==> src/rtl/updown_pwm.sv <==
module updown_pwm #(
  parameter int CW = 16
) (
  input  logic          clk,
  input  logic          rst_n,
  input  logic          tb_en,
  input  logic          wr_en,
  input  logic [1:0]    wr_sel,
  input  logic [CW-1:0] wr_data,
  input  logic          evt_clr,
  output logic [CW-1:0] tb_count,
  output logic          tb_dir_down,
  output logic          pwm_out,
  output logic          evt_pulse,
  output logic          evt_flag
);

  logic [CW-1:0] prd_sh, cmp_sh, prd_act, cmp_act;

  wire at_zero = (tb_count == '0);
  wire [CW-1:0] prd_eff = at_zero ? prd_sh : prd_act;
  wire cnt_wr = wr_en && (wr_sel == 2'd2);
  wire hold = at_zero && (prd_eff == '0);
  wire go_up = at_zero || (!tb_dir_down && (tb_count < prd_eff));
  wire [CW-1:0] cnt_nx = hold ? '0 : (go_up ? tb_count + 1'b1 : tb_count - 1'b1);

  wire up_hit = !tb_dir_down && (tb_count == cmp_act) && (cmp_act != '0) && (cmp_act < prd_act);
  wire dn_hit = tb_dir_down && (tb_count == cmp_act);
  wire pulse_nx = tb_en && !cnt_wr && !hold && go_up && (cnt_nx == prd_eff);

  always_ff @(posedge clk) begin
    if (!rst_n) begin
      prd_sh      <= '0;
      cmp_sh      <= '0;
      prd_act     <= '0;
      cmp_act     <= '0;
      tb_count    <= '0;
      tb_dir_down <= 1'b0;
      pwm_out     <= 1'b0;
      evt_pulse   <= 1'b0;
      evt_flag    <= 1'b0;
    end else begin
      if (wr_en && wr_sel == 2'd0) prd_sh <= wr_data;
      if (wr_en && wr_sel == 2'd1) cmp_sh <= wr_data;
      evt_pulse <= pulse_nx;
      evt_flag  <= pulse_nx || (evt_flag && !evt_clr);
      if (cnt_wr) begin
        tb_count    <= wr_data;
        tb_dir_down <= 1'b0;
      end else if (tb_en) begin
        if (at_zero) begin
          prd_act <= prd_sh;
          cmp_act <= cmp_sh;
        end
        tb_count    <= cnt_nx;
        tb_dir_down <= !hold && !go_up;
        if (up_hit)      pwm_out <= 1'b1;
        else if (dn_hit) pwm_out <= 1'b0;
      end
    end
  end

endmodule

==> config.mk <==
export PLATFORM = sky130hd
export DESIGN_NAME = updown_pwm
export DESIGN_NICKNAME = d
export VERILOG_FILES = /design/src/rtl/updown_pwm.sv
export SDC_FILE = /design/constraint.sdc
export NUM_CORES = 1
export LEC_CHECK = 0
export BUFFER_PORTS_ARGS = -buffer_cell sky130_fd_sc_hd__buf_2
export CAP_MARGIN = 20
export CORE_MARGIN = 3
export CORE_UTILIZATION = 45
export CTS_BUF_LIST = sky130_fd_sc_hd__clkbuf_8
export DETAILED_ROUTE_END_ITERATION = 8
export PLACE_DENSITY = 0.74
export SYNTH_ARGS = -nofsm -noshare
export SYNTH_HDL_FRONTEND = slang
export SYNTH_SLANG_ARGS = --single-unit
==> constraint.sdc <==
create_clock -name clk -period 8.4 [get_ports clk]
set_input_delay 0.84 -clock clk [delete_from_list [all_inputs] [get_ports clk]]
set_output_delay 0.84 -clock clk [all_outputs]
set_load 0.02 [all_outputs]
Yosys cells after proc, flatten, opt, wreduce, memory -nomap -nowiden
Index checks and enable logic that the tools add are counted.
Word-level totals
  ROM bits: 0
  memories kept: 0
  register bits after elaboration: 84
  memory bits (writable): 0
  bits in latches: 0
  bits of input ports: 23
  output and inout bits: 20
  logic and storage cells: 58
Cells by class
  multiply operators: 0
  reduce and logical (&&, ||, !) cells: 32
  divide/modulo/power cells: 0
  equal/unequal tests: 4
  $add $sub $neg: 2
  $lt $le $gt $ge: 2
  bitwise logic cells: 2
  muxes and demuxes: 7
  shift-type cells: 0
Operators by type and width (count)
  $mux W16: 5
  $eq A16 B16 Y1: 2
  $logic_not A16 Y1: 2
  $lt A16 B16 Y1: 2
  $add A16 B1 Y16 const B: 1
  $reduce_bool A16 Y1: 1
  $sub A16 B1 Y16 const B: 1
  $logic_and A1 B1 Y1: 15
  $reduce_and A3 Y1: 2
  $logic_not A1 Y1: 5
  $reduce_bool A2 Y1: 2
  $eq A2 B1 Y1 const B: 1
  $eq A2 B2 Y1 const B: 1
  $logic_not A2 Y1: 1
  $logic_or A1 B1 Y1: 2
  $mux W1: 2
  $not A1 Y1: 2
  $reduce_and A2 Y1: 1
  $reduce_or A2 Y1: 1

Depth between registers and ports, before layout
  depth after elaboration: 10
  mapped depth: 23
  mapped depth without buffers: 19

Worst setup path after synthesis
No wires, ideal clock.
  path kind: register to register
  start: reg tb_count[0]
  end: reg evt_flag
  cell stages (with the launch flop): 22
  path buffers: 4
  arrival time: 6535 ps
  period minus slack after synthesis: 6649 ps
  data required time: 8286 ps
  setup time: 114 ps
  slack: 1751 ps
  cells stage by stage: dfxtp_1 -> buf_2 -> nor4_4 -> and4_1 -> buf_4 -> buf_8 -> buf_2 -> mux2i_1 -> ha_1 -> and4_1 -> a221oi_1 -> o311ai_0 -> ha_1 -> a211oi_1 -> o21ai_0 -> a21oi_1 -> nand2_1 -> a221o_1 -> xnor2_1 -> xnor2_1 -> mux2_2 -> a21o_1
On the way
  cells in the longest elaborated chain, start to end: 10
  elaborated cells on any way between the ends: 17
  classes of those cells: add/sub: 2; order compare: 1; eq/ne: 1; mux: 3; reduce/logical: 10
Ends and longest elaborated chain
  start, declared: line 11  | output logic [CW-1:0] tb_count,
  start signal, assigned: line 48  | tb_count <= wr_data;
  start signal, assigned: line 55  | tb_count <= cnt_nx;
  $logic_not A16 Y1: line 20  | wire at_zero = (tb_count == '0);
  $mux W16
  $lt A16 B16 Y1: line 24  | wire go_up = at_zero || (!tb_dir_down && (tb_count < prd_eff));
  $logic_and A1 B1 Y1: line 24
  $logic_or A1 B1 Y1: line 24
  $mux W16 (2 in series): line 25  | wire [CW-1:0] cnt_nx = hold ? '0 : (go_up ? tb_count + 1'b1 : tb_count - 1'b1);
  $eq A16 B16 Y1: line 29  | wire pulse_nx = tb_en && !cnt_wr && !hold && go_up && (cnt_nx == prd_eff);
  $logic_and A1 B1 Y1 *: line 29
  $logic_or A1 B1 Y1 *: line 46  | evt_flag <= pulse_nx || (evt_flag && !evt_clr);
  end signal, assigned: line 46
  end, declared: line 15  | output logic evt_flag
Every way passes the cells marked *; elsewhere a longest branch is shown, timed or not.
A chain may end at the register's enable or synchronous reset.

Worst setup path after layout
  start: reg tb_count[1]
  end: reg evt_pulse
On the way
  cells in the longest elaborated chain, start to end: 9
  elaborated cells on any way between the ends: 16
  classes of those cells: add/sub: 2; order compare: 1; eq/ne: 1; mux: 3; reduce/logical: 9
Ends and longest elaborated chain
  $logic_not A16 Y1: line 20
  $mux W16
  $lt A16 B16 Y1: line 24
  $logic_and A1 B1 Y1: line 24
  $logic_or A1 B1 Y1: line 24
  $mux W16 (2 in series): line 25
  $eq A16 B16 Y1: line 29
  $logic_and A1 B1 Y1 *: line 29
  end signal, assigned: line 45  | evt_pulse <= pulse_nx;
  end, declared: line 14  | output logic evt_pulse,
Marked as above.

==> summary.md <==
| Metric | Value |
|---|---|
| Leak Pwr | `2.320 nW` |
| Worst setup EP type | `flop` |
| Fin. max-slew vios | `0` |
| Post-Syn Nets | `752` |
| Post-cts repair resize count | `0` |
| Core area | `11520 um2` |
| Multiplexer share of the synthesized area | `0.03776` |
| Fin. Hold Viols | `0` |
| Fin nets | `778` |
| Largest net degree at the start of global routing | `81` |
| Post-synth top flop | `dfxtp_1` |
| DP Area | `5664 um2` |
| Skew final | `0.01497 ns` |
| Drt wl/cell | `18.24 um` |
| Fmax achieved | `0.1536 GHz` |
| Flops & latches, synth | `84` |
| Mean Syn Cell Area | `7.847 um2` |
| Initial antenna violation count | `0` |
| Net Sw Frac | `0.4878` |
| Setup TNS | `0 ns` |
| Clock root buffer | `clkbuf_8` |
| Clk buf depth | `2` |
| Switching pwr | `1.199 mW` |
| Post-synth top area share | `0.3133` |
| Worst Reg-to-Reg Cells | `19` |
| Register area share after synthesis | `0.3133` |
| Ranking of synthesized cells by area | `dfxtp_1, nand2_1, ha_1` |
| Die area | `13270 um2` |
| H-tree Lvls | `3` |
| Clock transition at the registers of the reported paths | `0.09 ns` |
| Initial DRC count | `431` |
| Critical R2R Capture | `evt_pulse` |
| Yosys warns | `0` |
| Top-level I/O count | `43` |
| Clk_lat worst skew | `0.36 ns` |
| Synth Area in Adders | `0.1063` |
| CTS tree | `done` |
| VDD IR max | `0.1449 mV` |
| Yosys top cell by area | `dfxtp_1` |
| Fin crit period | `6.512 ns` |
| Cts bufs inserted | `9` |
| Tot Pwr | `2.459 mW` |
| Area Overhead vs Synth | `9.021%` |
| Hold buffers post-CTS | `0` |
| Filler cells | `1158` |
| DRT antenna net count | `0` |
| Post-synth top cells | `nand2_1, a21oi_1, dfxtp_1` |
| Post-synth EDFFs | `0` |
| Vias per cell | `5.931` |
| Largest family of logic cells by synthesized area | `simple AND/OR/NAND/NOR gates` |
| Hold depth | `2` |
| Post-CTS setup buffers | `0` |
| Total iterations of the first detailed-routing run | `5` |
| Port bufs | `42` |
| Chip width | `115.2 um` |
| Worst EP required | `8.71 ns` |
| Crit Path Category | `flop to flop` |
| Grt total ovfl | `0` |
| Die Ht | `115.2 um` |
| First-pass GRT wire length | `25330 um` |
| DRC | `0` |
| Initial Utilization | `0.4661` |
| Final HPWL DP | `11620 um` |
| Crit Path Max Fanout | `24` |
| Post-Syn Area | `5368 um2` |
| Synth Area in Compound Gates | `0.2065` |
| # rows | `39` |
| Int Pwr | `1.259 mW` |
| Worst reg2reg startpoint | `tb_count[1]` |
| Post-synthesis simple-gate area fraction | `0.2249` |
| Vias in the first global route | `4876` |
| CTS sink cnt | `84` |
| Fin crit share | `0.7752` |
| Crit start category | `flop` |
| Mapped Cells | `684` |
| Rel. slew slack | `0.2344` |
| Layout cells sized above 1 | `0.1091` |
| Worst Tran Pin Value | `1.148 ns` |
| Arr. time, crit path | `6.83 ns` |
| Dominant cell by count in the synthesized netlist | `nand2_1` |
| GPL Wtd Cong | `0.9460` |
| Final non-filler cell area | `5852 um2` |
| Flop2flop setup slack | `1.89 ns` |
| Unique masters post-synth | `60` |
| Routed vias | `5089` |
| Hold Crit Start | `cmp_sh[4]` |
| Inserted Diodes | `0` |
| Combinational power share | `0.682` |
| Min-delay worst type | `flop to flop` |
| Hold_ws | `0.4450 ns` |
| Setup Viol. Count Final | `0` |
| Pwr dens | `420.1 nW/um2` |
| Status | `finished clean` |
| Reg power frac | `0.206` |
| Max-Cap Viols | `0` |
| Clock power frac | `0.111` |
| Hold Path Sink | `cmp_act[4]` |
| Post-synthesis xor/xnor area fraction | `0.06946` |
| Total Routing Usage GR | `0.2411` |
| RSZ-0062 raised after global routing | `no` |
| Post-Route WL | `15650 um` |
| Async set-reset flop share out of synthesis | `0` |
[how the worst max path moves through the flow]
stage | startpoint | end | slack [ns] | cells past startpoint
2_1_floorplan | tb_count[0] | evt_flag | 1.75 | 21
3_3_place_gp | tb_count[1] | evt_pulse | 2.05 | 19
3_5_place_dp | tb_count[1] | evt_pulse | 1.95 | 19
4_1_cts | tb_count[1] | evt_pulse | 1.93 | 19
5_1_grt | tb_count[1] | evt_pulse | 1.42 | 19
6_report | tb_count[1] | evt_pulse | 1.89 | 19
[area by class of cell]
| type | instances | area (um2) | area share |
|---|---|---|---|
| multi-input combinational | 547 | 3477 | 0.5942 |
| clock buffer | 11 | 151.4 | 0.02587 |
| timing repair buffer | 47 | 247.7 | 0.04233 |
| clock inverter | 5 | 36.28 | 0.006201 |
| inverter | 21 | 78.83 | 0.01347 |
| sequential | 84 | 1682 | 0.2874 |
| tap | 143 | 178.9 | 0.03058 |
[worst max-delay path, stage by stage, from the launching register on]
cell       delay, ns
dfxtp_1         0.41
nor4_1          0.42
and4_1          1.02
mux2i_1         0.47
ha_1            0.33
a21oi_1         0.14
o21ai_0         0.11
a221oi_1        0.35
o311ai_2        0.11
buf_4           0.26
fa_1            0.44
a21o_1          0.23
a221oi_1        0.49
o211ai_1        0.14
a2bb2oi_1       0.45
xnor2_1         0.18
o221ai_1        0.14
nor4_1          0.30
nor4b_2         0.28
and2_1          0.16
[per-stage QoR]
step	util	setup WS (ns)	std cells
6_report	0.5081	1.888	858
4_1_cts	0.5081	1.934	858
3_5_place_dp	0.4919	1.950	842
2_1_floorplan	-	1.751	684
5_1_grt	0.5081	1.416	858
3_3_place_gp	0.4919	2.049	842
[cell families after synthesis]
| logic type | Yosys count |
|---|---|
| buf+inv | 53 |
| fa+ha+maj | 45 |
| xor+xnor | 41 |
| compound gates | 177 |
| mux | 20 |
| flops | 84 |
| simple gates | 264 |
[power groups by stage]
| stage | Combinational [mW] | Clock, mW | Sequential (mW) |
|---|---|---|---|
| finish | 1.68 | 0.274 | 0.507 |
| global route | 1.84 | 0.293 | 0.513 |
| CTS | 1.65 | 0.279 | 0.506 |
| detailed placement | 1.63 | 0 | 0.515 |
| global placement | 1.60 | 0 | 0.511 |
| floorplan | 1.24 | 0 | 0.522 |
[layer usage]
layer | GRT usage | up-vias | part of all wire
met2 | 0.3781 | 158 | 0.45
met5 | 0 | - | 0
li1 | - | 2487 | -
met1 | 0.3414 | 2415 | 0.47
met4 | 0.07199 | 0 | 0.023
met3 | 0.03895 | 29 | 0.059
[placed cells by master, fill, tap and decap left out, types with 4 or more instances in the layout]
| master | synthesis | routed |
|---|---|---|
| ha_1 | 44 | 44 |
| clkbuf_8 | 0 | 11 |
| nor2_1 | 33 | 32 |
| mux2i_1 | 18 | 18 |
| o21bai_1 | 4 | 4 |
| and2_1 | 4 | 4 |
| nor3b_1 | 5 | 4 |
| nor4_1 | 17 | 17 |
| inv_1 | 20 | 20 |
| and3_1 | 5 | 5 |
| dfxtp_1 | 84 | 84 |
| nor3_1 | 5 | 5 |
| nor2b_1 | 5 | 5 |
| buf_2 | 2 | 42 |
| a22oi_1 | 10 | 10 |
| nand4_1 | 9 | 9 |
| nand2_1 | 158 | 158 |
| buf_4 | 1 | 5 |
| o211ai_1 | 4 | 4 |
| a21o_1 | 11 | 11 |
| nand3_1 | 6 | 6 |
| o21ai_0 | 14 | 14 |
| xor2_1 | 23 | 23 |
| a211oi_1 | 19 | 19 |
| a21oi_1 | 86 | 86 |
| xnor2_1 | 17 | 17 |
| a221oi_1 | 5 | 5 |
[registers in the layout, summed over array words and instances, names as in the netlist]
register	flops
evt_flag	1
tb_count	16
pwm_out	1
cmp_sh	16
cmp_act	16
prd_sh	16
prd_act	16
tb_dir_down	1
evt_pulse	1
Power figures use the tool's default switching activity.
